## config.mk

```make
export PLATFORM = sky130hd
export DESIGN_NAME = vbcs_adjust
export DESIGN_NICKNAME = d
export VERILOG_FILES = /design/src/rtl/vbcs_pkg.sv /design/src/rtl/vbcs_capture.sv /design/src/rtl/vbcs_scale.sv /design/src/rtl/vbcs_finish.sv /design/src/rtl/vbcs_adjust.sv
export SDC_FILE = /design/constraint.sdc
export NUM_CORES = 1
export LEC_CHECK = 0
export BUFFER_PORTS_ARGS = -buffer_cell sky130_fd_sc_hd__buf_2
export CAP_MARGIN = 20
export CORE_MARGIN = 5
export CORE_UTILIZATION = 40
export DETAILED_ROUTE_END_ITERATION = 7
export GPL_TIMING_DRIVEN = 0
export PLACE_DENSITY = 0.65
export SYNTH_ARGS = -nofsm -noshare
export SYNTH_HDL_FRONTEND = slang
export SYNTH_SLANG_ARGS = --single-unit
```

## constraint.sdc

```tcl
create_clock -name clk -period 14.6 [get_ports clk]
set_input_delay 1.46 -clock clk [delete_from_list [all_inputs] [get_ports clk]]
set_output_delay 1.46 -clock clk [all_outputs]
set_load 0.05 [all_outputs]
```

## src/rtl/vbcs_pkg.sv

```systemverilog
package vbcs_pkg;

    localparam int PIX_W    = 8;
    localparam int MID_CODE = 128;
    localparam int LO_CODE  = 1;
    localparam int HI_CODE  = 254;

    // centred sample, signed product, magnitude and post-offset sum widths
    localparam int CENT_W = PIX_W + 1;
    localparam int PROD_W = 2 * PIX_W + 1;
    localparam int MAG_W  = PROD_W - 1;
    localparam int SUM_W  = PROD_W + 1;

    // largest product magnitude: |0 - 128| * 255
    localparam int PROD_LIM = MID_CODE * ((1 << PIX_W) - 1);

    localparam logic signed [SUM_W-1:0] LO_S = SUM_W'(LO_CODE);
    localparam logic signed [SUM_W-1:0] HI_S = SUM_W'(HI_CODE);

    typedef logic [PIX_W-1:0] pix_t;

    typedef enum logic {
        SMP_LUMA   = 1'b0,
        SMP_CHROMA = 1'b1
    } smp_kind_e;

    // stage 1: sample with its own settings latched
    typedef struct packed {
        logic      valid;
        smp_kind_e kind;
        pix_t      sample;
        pix_t      gain;
        pix_t      offset;
    } cap_t;

    // stage 2: signed centred product
    typedef struct packed {
        logic                      valid;
        smp_kind_e                 kind;
        logic signed [PROD_W-1:0]  product;
        pix_t                      offset;
    } prod_t;

    function automatic logic signed [CENT_W-1:0] centre(input pix_t s);
        return $signed({1'b0, s}) - $signed(CENT_W'(MID_CODE));
    endfunction

    function automatic pix_t clip_code(input logic signed [SUM_W-1:0] v);
        if (v < LO_S)
            return pix_t'(LO_CODE);
        else if (v > HI_S)
            return pix_t'(HI_CODE);
        else
            return pix_t'(v);
    endfunction

endpackage

```

## src/rtl/vbcs_capture.sv

```systemverilog
module vbcs_capture
    import vbcs_pkg::*;
(
    input  logic clk,
    input  logic rst,
    input  logic in_valid,
    input  logic in_is_chroma,
    input  pix_t in_sample,
    input  pix_t cont,
    input  pix_t sat,
    input  pix_t brig,
    output cap_t cap_q
);

    // gain and offset are chosen here so later stages never see the settings
    always_ff @(posedge clk) begin
        if (rst) begin
            cap_q <= '0;
        end else begin
            cap_q.valid <= in_valid;
            if (in_valid) begin
                cap_q.kind   <= in_is_chroma ? SMP_CHROMA : SMP_LUMA;
                cap_q.sample <= in_sample;
                cap_q.gain   <= in_is_chroma ? sat : cont;
                cap_q.offset <= in_is_chroma ? pix_t'(MID_CODE) : brig;
            end
        end
    end

    // idle cycles leave the latched sample and settings untouched
    p_hold_r7: assert property (@(posedge clk) disable iff (rst)
        !in_valid |=> ($stable(cap_q.sample) && $stable(cap_q.gain)
                       && $stable(cap_q.offset)));

endmodule

```

## src/rtl/vbcs_scale.sv

```systemverilog
module vbcs_scale
    import vbcs_pkg::*;
(
    input  logic  clk,
    input  logic  rst,
    input  cap_t  cap_q,
    output prod_t prod_q
);

    logic signed [CENT_W-1:0] centred;
    logic signed [PROD_W-1:0] prod_c;

    always_comb begin
        centred = centre(cap_q.sample);
        prod_c  = PROD_W'(centred) * PROD_W'($signed({1'b0, cap_q.gain}));
    end

    always_ff @(posedge clk) begin
        if (rst) begin
            prod_q <= '0;
        end else begin
            prod_q.valid   <= cap_q.valid;
            prod_q.kind    <= cap_q.kind;
            prod_q.product <= prod_c;
            prod_q.offset  <= cap_q.offset;
        end
    end

    // the product of any 8-bit inputs stays within the signed range
    p_prod_bound_r1: assert property (@(posedge clk) disable iff (rst)
        prod_q.valid |-> ((prod_q.product <= PROD_W'(PROD_LIM))
                          && (prod_q.product >= -PROD_W'(PROD_LIM))));

endmodule

```

## src/rtl/vbcs_finish.sv

```systemverilog
module vbcs_finish
    import vbcs_pkg::*;
#(
    parameter int LUMA_DIV     = 71,
    parameter int CHROMA_SHIFT = 6,
    parameter int RECIP_SHIFT  = 21,
    parameter bit USE_RECIP    = 1'b1
) (
    input  logic  clk,
    input  logic  rst,
    input  prod_t prod_q,
    output logic  out_valid,
    output logic  out_is_chroma,
    output pix_t  out_data
);

    logic                     neg;
    logic signed [PROD_W-1:0] flip;
    logic [MAG_W-1:0]         mag;
    logic [MAG_W-1:0]         q_luma;
    logic [MAG_W-1:0]         q_chroma;
    logic [MAG_W-1:0]         q_sel;
    logic signed [SUM_W-1:0]  q_ext;
    logic signed [SUM_W-1:0]  q_signed;
    logic signed [SUM_W-1:0]  sum;

    // work on the magnitude so the quotient truncates toward zero
    always_comb begin
        neg  = prod_q.product[PROD_W-1];
        flip = -prod_q.product;
        mag  = neg ? MAG_W'(flip) : MAG_W'(prod_q.product);
    end

    generate
        if (USE_RECIP) begin : g_recip
            // rounded-up reciprocal; error stays below one unit for |x| <= PROD_LIM
            localparam int RECIP = ((1 << RECIP_SHIFT) + LUMA_DIV - 1) / LUMA_DIV;
            localparam int RW    = $clog2(RECIP + 1);
            logic [MAG_W+RW-1:0] wide;
            assign wide   = (MAG_W+RW)'(mag) * (MAG_W+RW)'(RECIP);
            assign q_luma = MAG_W'(wide >> RECIP_SHIFT);
        end else begin : g_native
            assign q_luma = mag / MAG_W'(LUMA_DIV);
        end
    endgenerate

    always_comb begin
        q_chroma = mag >> CHROMA_SHIFT;
        q_sel    = (prod_q.kind == SMP_CHROMA) ? q_chroma : q_luma;
        q_ext    = $signed({{(SUM_W-MAG_W){1'b0}}, q_sel});
        q_signed = neg ? -q_ext : q_ext;
        sum      = q_signed + $signed({{(SUM_W-PIX_W){1'b0}}, prod_q.offset});
    end

    always_ff @(posedge clk) begin
        if (rst) begin
            out_valid     <= 1'b0;
            out_is_chroma <= 1'b0;
            out_data      <= '0;
        end else begin
            out_valid     <= prod_q.valid;
            out_is_chroma <= (prod_q.kind == SMP_CHROMA);
            out_data      <= clip_code(sum);
        end
    end

    // reserved extremes never leave the block
    p_range_r3: assert property (@(posedge clk) disable iff (rst)
        out_valid |-> ((out_data >= pix_t'(LO_CODE)) && (out_data <= pix_t'(HI_CODE))));

    // a bubble in the last stage stays a bubble
    p_quiet_r10: assert property (@(posedge clk) disable iff (rst)
        !prod_q.valid |=> !out_valid);

endmodule

```

## src/rtl/vbcs_adjust.sv

```systemverilog
module vbcs_adjust
    import vbcs_pkg::*;
#(
    parameter int LUMA_DIV     = 71,
    parameter int CHROMA_SHIFT = 6,
    parameter int RECIP_SHIFT  = 21,
    parameter bit USE_RECIP    = 1'b1
) (
    input  logic             clk,
    input  logic             rst,
    input  logic             in_valid,
    input  logic             in_is_chroma,
    input  logic [PIX_W-1:0] in_sample,
    input  logic [PIX_W-1:0] cfg_contrast,
    input  logic [PIX_W-1:0] cfg_saturation,
    input  logic [PIX_W-1:0] cfg_brightness,
    output logic             out_valid,
    output logic             out_is_chroma,
    output logic [PIX_W-1:0] out_data
);

    cap_t  cap_q;
    prod_t prod_q;

    vbcs_capture u_capture (
        .clk          (clk),
        .rst          (rst),
        .in_valid     (in_valid),
        .in_is_chroma (in_is_chroma),
        .in_sample    (in_sample),
        .cont         (cfg_contrast),
        .sat          (cfg_saturation),
        .brig         (cfg_brightness),
        .cap_q        (cap_q)
    );

    vbcs_scale u_scale (
        .clk    (clk),
        .rst    (rst),
        .cap_q  (cap_q),
        .prod_q (prod_q)
    );

    vbcs_finish #(
        .LUMA_DIV     (LUMA_DIV),
        .CHROMA_SHIFT (CHROMA_SHIFT),
        .RECIP_SHIFT  (RECIP_SHIFT),
        .USE_RECIP    (USE_RECIP)
    ) u_finish (
        .clk           (clk),
        .rst           (rst),
        .prod_q        (prod_q),
        .out_valid     (out_valid),
        .out_is_chroma (out_is_chroma),
        .out_data      (out_data)
    );

    // counts edges since reset so the latency checks look back only that far
    logic [1:0] age;
    always_ff @(posedge clk) begin
        if (rst)
            age <= '0;
        else if (age != 2'd3)
            age <= age + 2'd1;
    end

    // strobe emerges exactly three edges after it entered
    p_valid_lat_r5: assert property (@(posedge clk) disable iff (rst)
        (age == 2'd3) |-> (out_valid == $past(in_valid, 3)));

    // kind flag travels with its sample
    p_flag_lat_r6: assert property (@(posedge clk) disable iff (rst)
        ((age == 2'd3) && out_valid) |-> (out_is_chroma == $past(in_is_chroma, 3)));

    // a reset edge clears every output
    p_reset_r8: assert property (@(posedge clk)
        rst |=> (!out_valid && !out_is_chroma && (out_data == '0)));

endmodule

```

==> impl_summary.md <==
Detailed routing
The first TritonRoute pass finished after 4 iterations. The routed via count is 7,188. The per-cell routed wire length is 13.97 um. The total wirelength of the detailed-routed design is 20,340 um.

The initial DRC count is 254. The number of nets still failing antenna checks after routing is 0. The length of routed met3 wiring is 562 um. The DRC violation count after routing is 0.

Wire segments on met2 add up to 9780 um in the final route. After detailed routing, no signal wire sits above met4. The via count normalized by instance count is 4.937.

After detailed routing, the wire length on met1 is 9553 um.

Synth
A synthesized cell averages 8.964 um2. After synthesis, the cell types taking the most area are sky130_fd_sc_hd__fa_1, sky130_fd_sc_hd__ha_1, sky130_fd_sc_hd__dfxtp_1. The post-synthesis instance total is 1,075. Yosys printed 0 warnings. The commonest cells after synthesis are sky130_fd_sc_hd__inv_1, sky130_fd_sc_hd__ha_1, sky130_fd_sc_hd__fa_1. sky130_fd_sc_hd__inv_1 is the most common cell in the netlist. The share of the Yosys chip area taken by registers is 0.1309. In this run, synthesis inferred 0 flip-flops with an integrated enable. Of the post-synthesis cell area, the dominant cell type holds 0.2472. The most used flip-flop cell after synthesis is sky130_fd_sc_hd__dfxtp_1.

In this run, synthesis produced a sequential element count of 63. The number of unique standard cell types used by synthesis is 59. The largest total area in the synthesized netlist belongs to sky130_fd_sc_hd__fa_1.

The total standard cell area after synthesis is 9637 um2. The async set-or-reset flop fraction in the synthesized netlist is 0. The number of nets produced by synthesis is 1,387.

Die
In this run the count of I/O pins placed on the die edge is 46. The placeable core area is 23,610 um2. Row generation in the floorplan step produced 56 rows.

The effective utilization at floorplan is 0.4081. The total die area is 27,300 um2. The floorplan step set the die width to 165.2 um.

From bottom edge to top edge, the die measures 165.2 um.

Worst setup path
At the worst endpoint, the required time is 14.87 ns. The most numerous cell type found on the critical path is sky130_fd_sc_hd__inv_1. Data on the critical path arrives at its endpoint at 10.53 ns. Along the worst path, the maximum fanout reaches 8. The worst setup path is of the flip-flop to flip-flop kind. The sort of element at the end of the critical path is a flip-flop. The largest single stage delay on the critical path is 0.88 ns. The first element of the critical path is u_scale.prod_q[12]$_SDFF_PP0_. In this run the critical register-to-register path is launched from u_scale.prod_q[12]$_SDFF_PP0_. Among all stages on the critical path, the largest delay is contributed by sky130_fd_sc_hd__xor2_1. The launching element type of the critical path is a flip-flop.

Placement
The placer's final routability congestion estimate is 0.8108. The post-placement cell area is 10,280 um2. The number of buffers inserted by port buffering is 42. The placed cell count is 1,439.

The HPWL after detailed placement is 17,340 um. The pre-CTS setup slack is 4.428 ns.

Clocking
In this run, post-CTS repair resized a total of 0 instances. After clock tree synthesis, the clock-pin slew on the worst setup and hold paths is 0.06 ns. After clock tree synthesis, the setup repair step added 0 buffers. The clock passes through at most 2 buffers. The number of H-tree levels is 3.

The number of buffers created by CTS is 9. The hold buffer count at CTS is 0. In this run the clock root is driven by a sky130_fd_sc_hd__clkbuf_16. The tree built by TritonCTS fans out to 63 sinks. The later pin in the worst-skew pair is clocked with a latency of 0.34 ns. The CTS tree is built.

GRT
For this run, the total global-route usage over all layers was measured as 0.1577. The wire length of the first global-routing pass is 34,820 um. The via count of the first global-routing pass is 7,230. Global routing finished with a remaining overflow of 0. The pin count of the biggest net entering global routing is 14. The initial antenna violation count was 0.

Timing
Dividing the final minimum period by the clock period gives 0.7032. The slack of the critical path is 4.333 ns. The slew at the pin closest to its max-slew limit is 1.088 ns. The worst clock skew is 0.006476 ns.

The fmax is 97.40 MHz. Setup violations remaining at the end of the flow were counted as 0. The relative slew slack is 0.2719. The max-slew violation count was 0. The number of hold violations in the final report is 0. The routed design could run at a clock period as short as 10.27 ns. Setup repair after global routing left no endpoint under its margin. After routing, the total negative slack on setup checks comes to 0 ns.

Layout
0 antenna diodes ended up in the layout. In the final layout, the share of cells above drive strength 1 is 0.07036. Once layout is done, the placed cells without fillers occupy 10,590 um2. The final net count is 1,444. The area growth from synthesis to layout is 9.932%. The final standard cell count with taps included and fillers excluded is 1,456.

Run
The max-cap violation count is 0.

Worst hold path
The min-delay analysis places its worst path in the category flip-flop to flip-flop. The startpoint identified for the worst hold timing path is u_capture.cap_q[25]$_SDFF_PP0_.

Run status
The flow ran to the end, and the final reports show no timing, DRC or antenna violations.
==> metal layers <==
layer / up-vias / global-route usage
met5: - / 0
met4: 0 / 0.04991
met3: 30 / 0.01415
met2: 116 / 0.2732
met1: 3447 / 0.2082
li1: 3595 / -
==> logic make-up after synthesis <==
kind of cell    share of synthesized area
xor+xnor                          0.05622
compound gates                     0.1082
flops                              0.1309
buf+inv                           0.09309
fa+ha+maj                          0.4522
mux                               0.02207
simple gates                       0.1374
==> path summary, 6_finish.rpt <==
| kind | cells after the start | to | slack [ns] |
|---|---|---|---|
| worst max-delay path | 38 | u_finish.out_data[7]$_SDFF_PP0_ | 4.33 |
| worst min-delay path | 1 | u_scale.prod_q[26]$_SDFF_PP0_ | 0.45 |
| worst max register to register | 38 | u_finish.out_data[7]$_SDFF_PP0_ | 4.33 |
| worst min register to register | 1 | u_scale.prod_q[26]$_SDFF_PP0_ | 0.45 |
==> registers in the layout (all words and copies together) (netlist names) <==
| name | flops |
|---|---|
| u_scale.prod_q | 27 |
| u_finish.out_is_chroma | 1 |
| u_finish.out_data | 8 |
| u_finish.out_valid | 1 |
| u_capture.cap_q | 26 |
==> critical path: cells and delay by family, from the launching register on <==
family	cells	cell delay [ns]
flops	1	0.33
simple gates	9	2.01
xor+xnor	2	1.07
compound gates	12	2.43
fa+ha+maj	9	3.62
buf+inv	6	0.71
==> cells in the final DEF (no fill, tap or decap), drive strengths merged, types with 10 or more instances in the layout <==
master	netlist	routed
clkbuf	17	26
buf	7	53
xor2	19	19
a211oi	14	14
o21ai	40	40
ha	157	157
a21oi	51	51
nand2	52	52
a21o	10	10
xnor2	42	42
nor2	62	62
inv	215	218
nor3	13	13
dfxtp	63	63
mux2i	19	19
nor2b	36	36
fa	119	119
and2	38	38
==> layout make-up <==
cell class | instances | area (um2)
fill | 2334 | 13020
multi-input combinational | 773 | 7493
sequential | 63 | 1261
inverter | 215 | 807.0
tap | 319 | 399.1
timing repair buffer | 46 | 240.2
clock buffer | 9 | 225.2
buffer | 24 | 90.09
clock inverter | 7 | 77.57
==> through the flow <==
| step | utilization | hold slack (ns) |
|---|---|---|
| 2_1_floorplan | - | 0.4138 |
| 3_3_place_gp | 0.4339 | 0.4174 |
| 3_5_place_dp | 0.4355 | 0.4464 |
| 4_1_cts | 0.4483 | 0.4545 |
| 5_1_grt | 0.4487 | 0.4689 |
| 6_report | 0.4487 | 0.4464 |
Power is not shown: default switching activity piles up to over one toggle a cycle in this logic, so the estimate is an artifact.
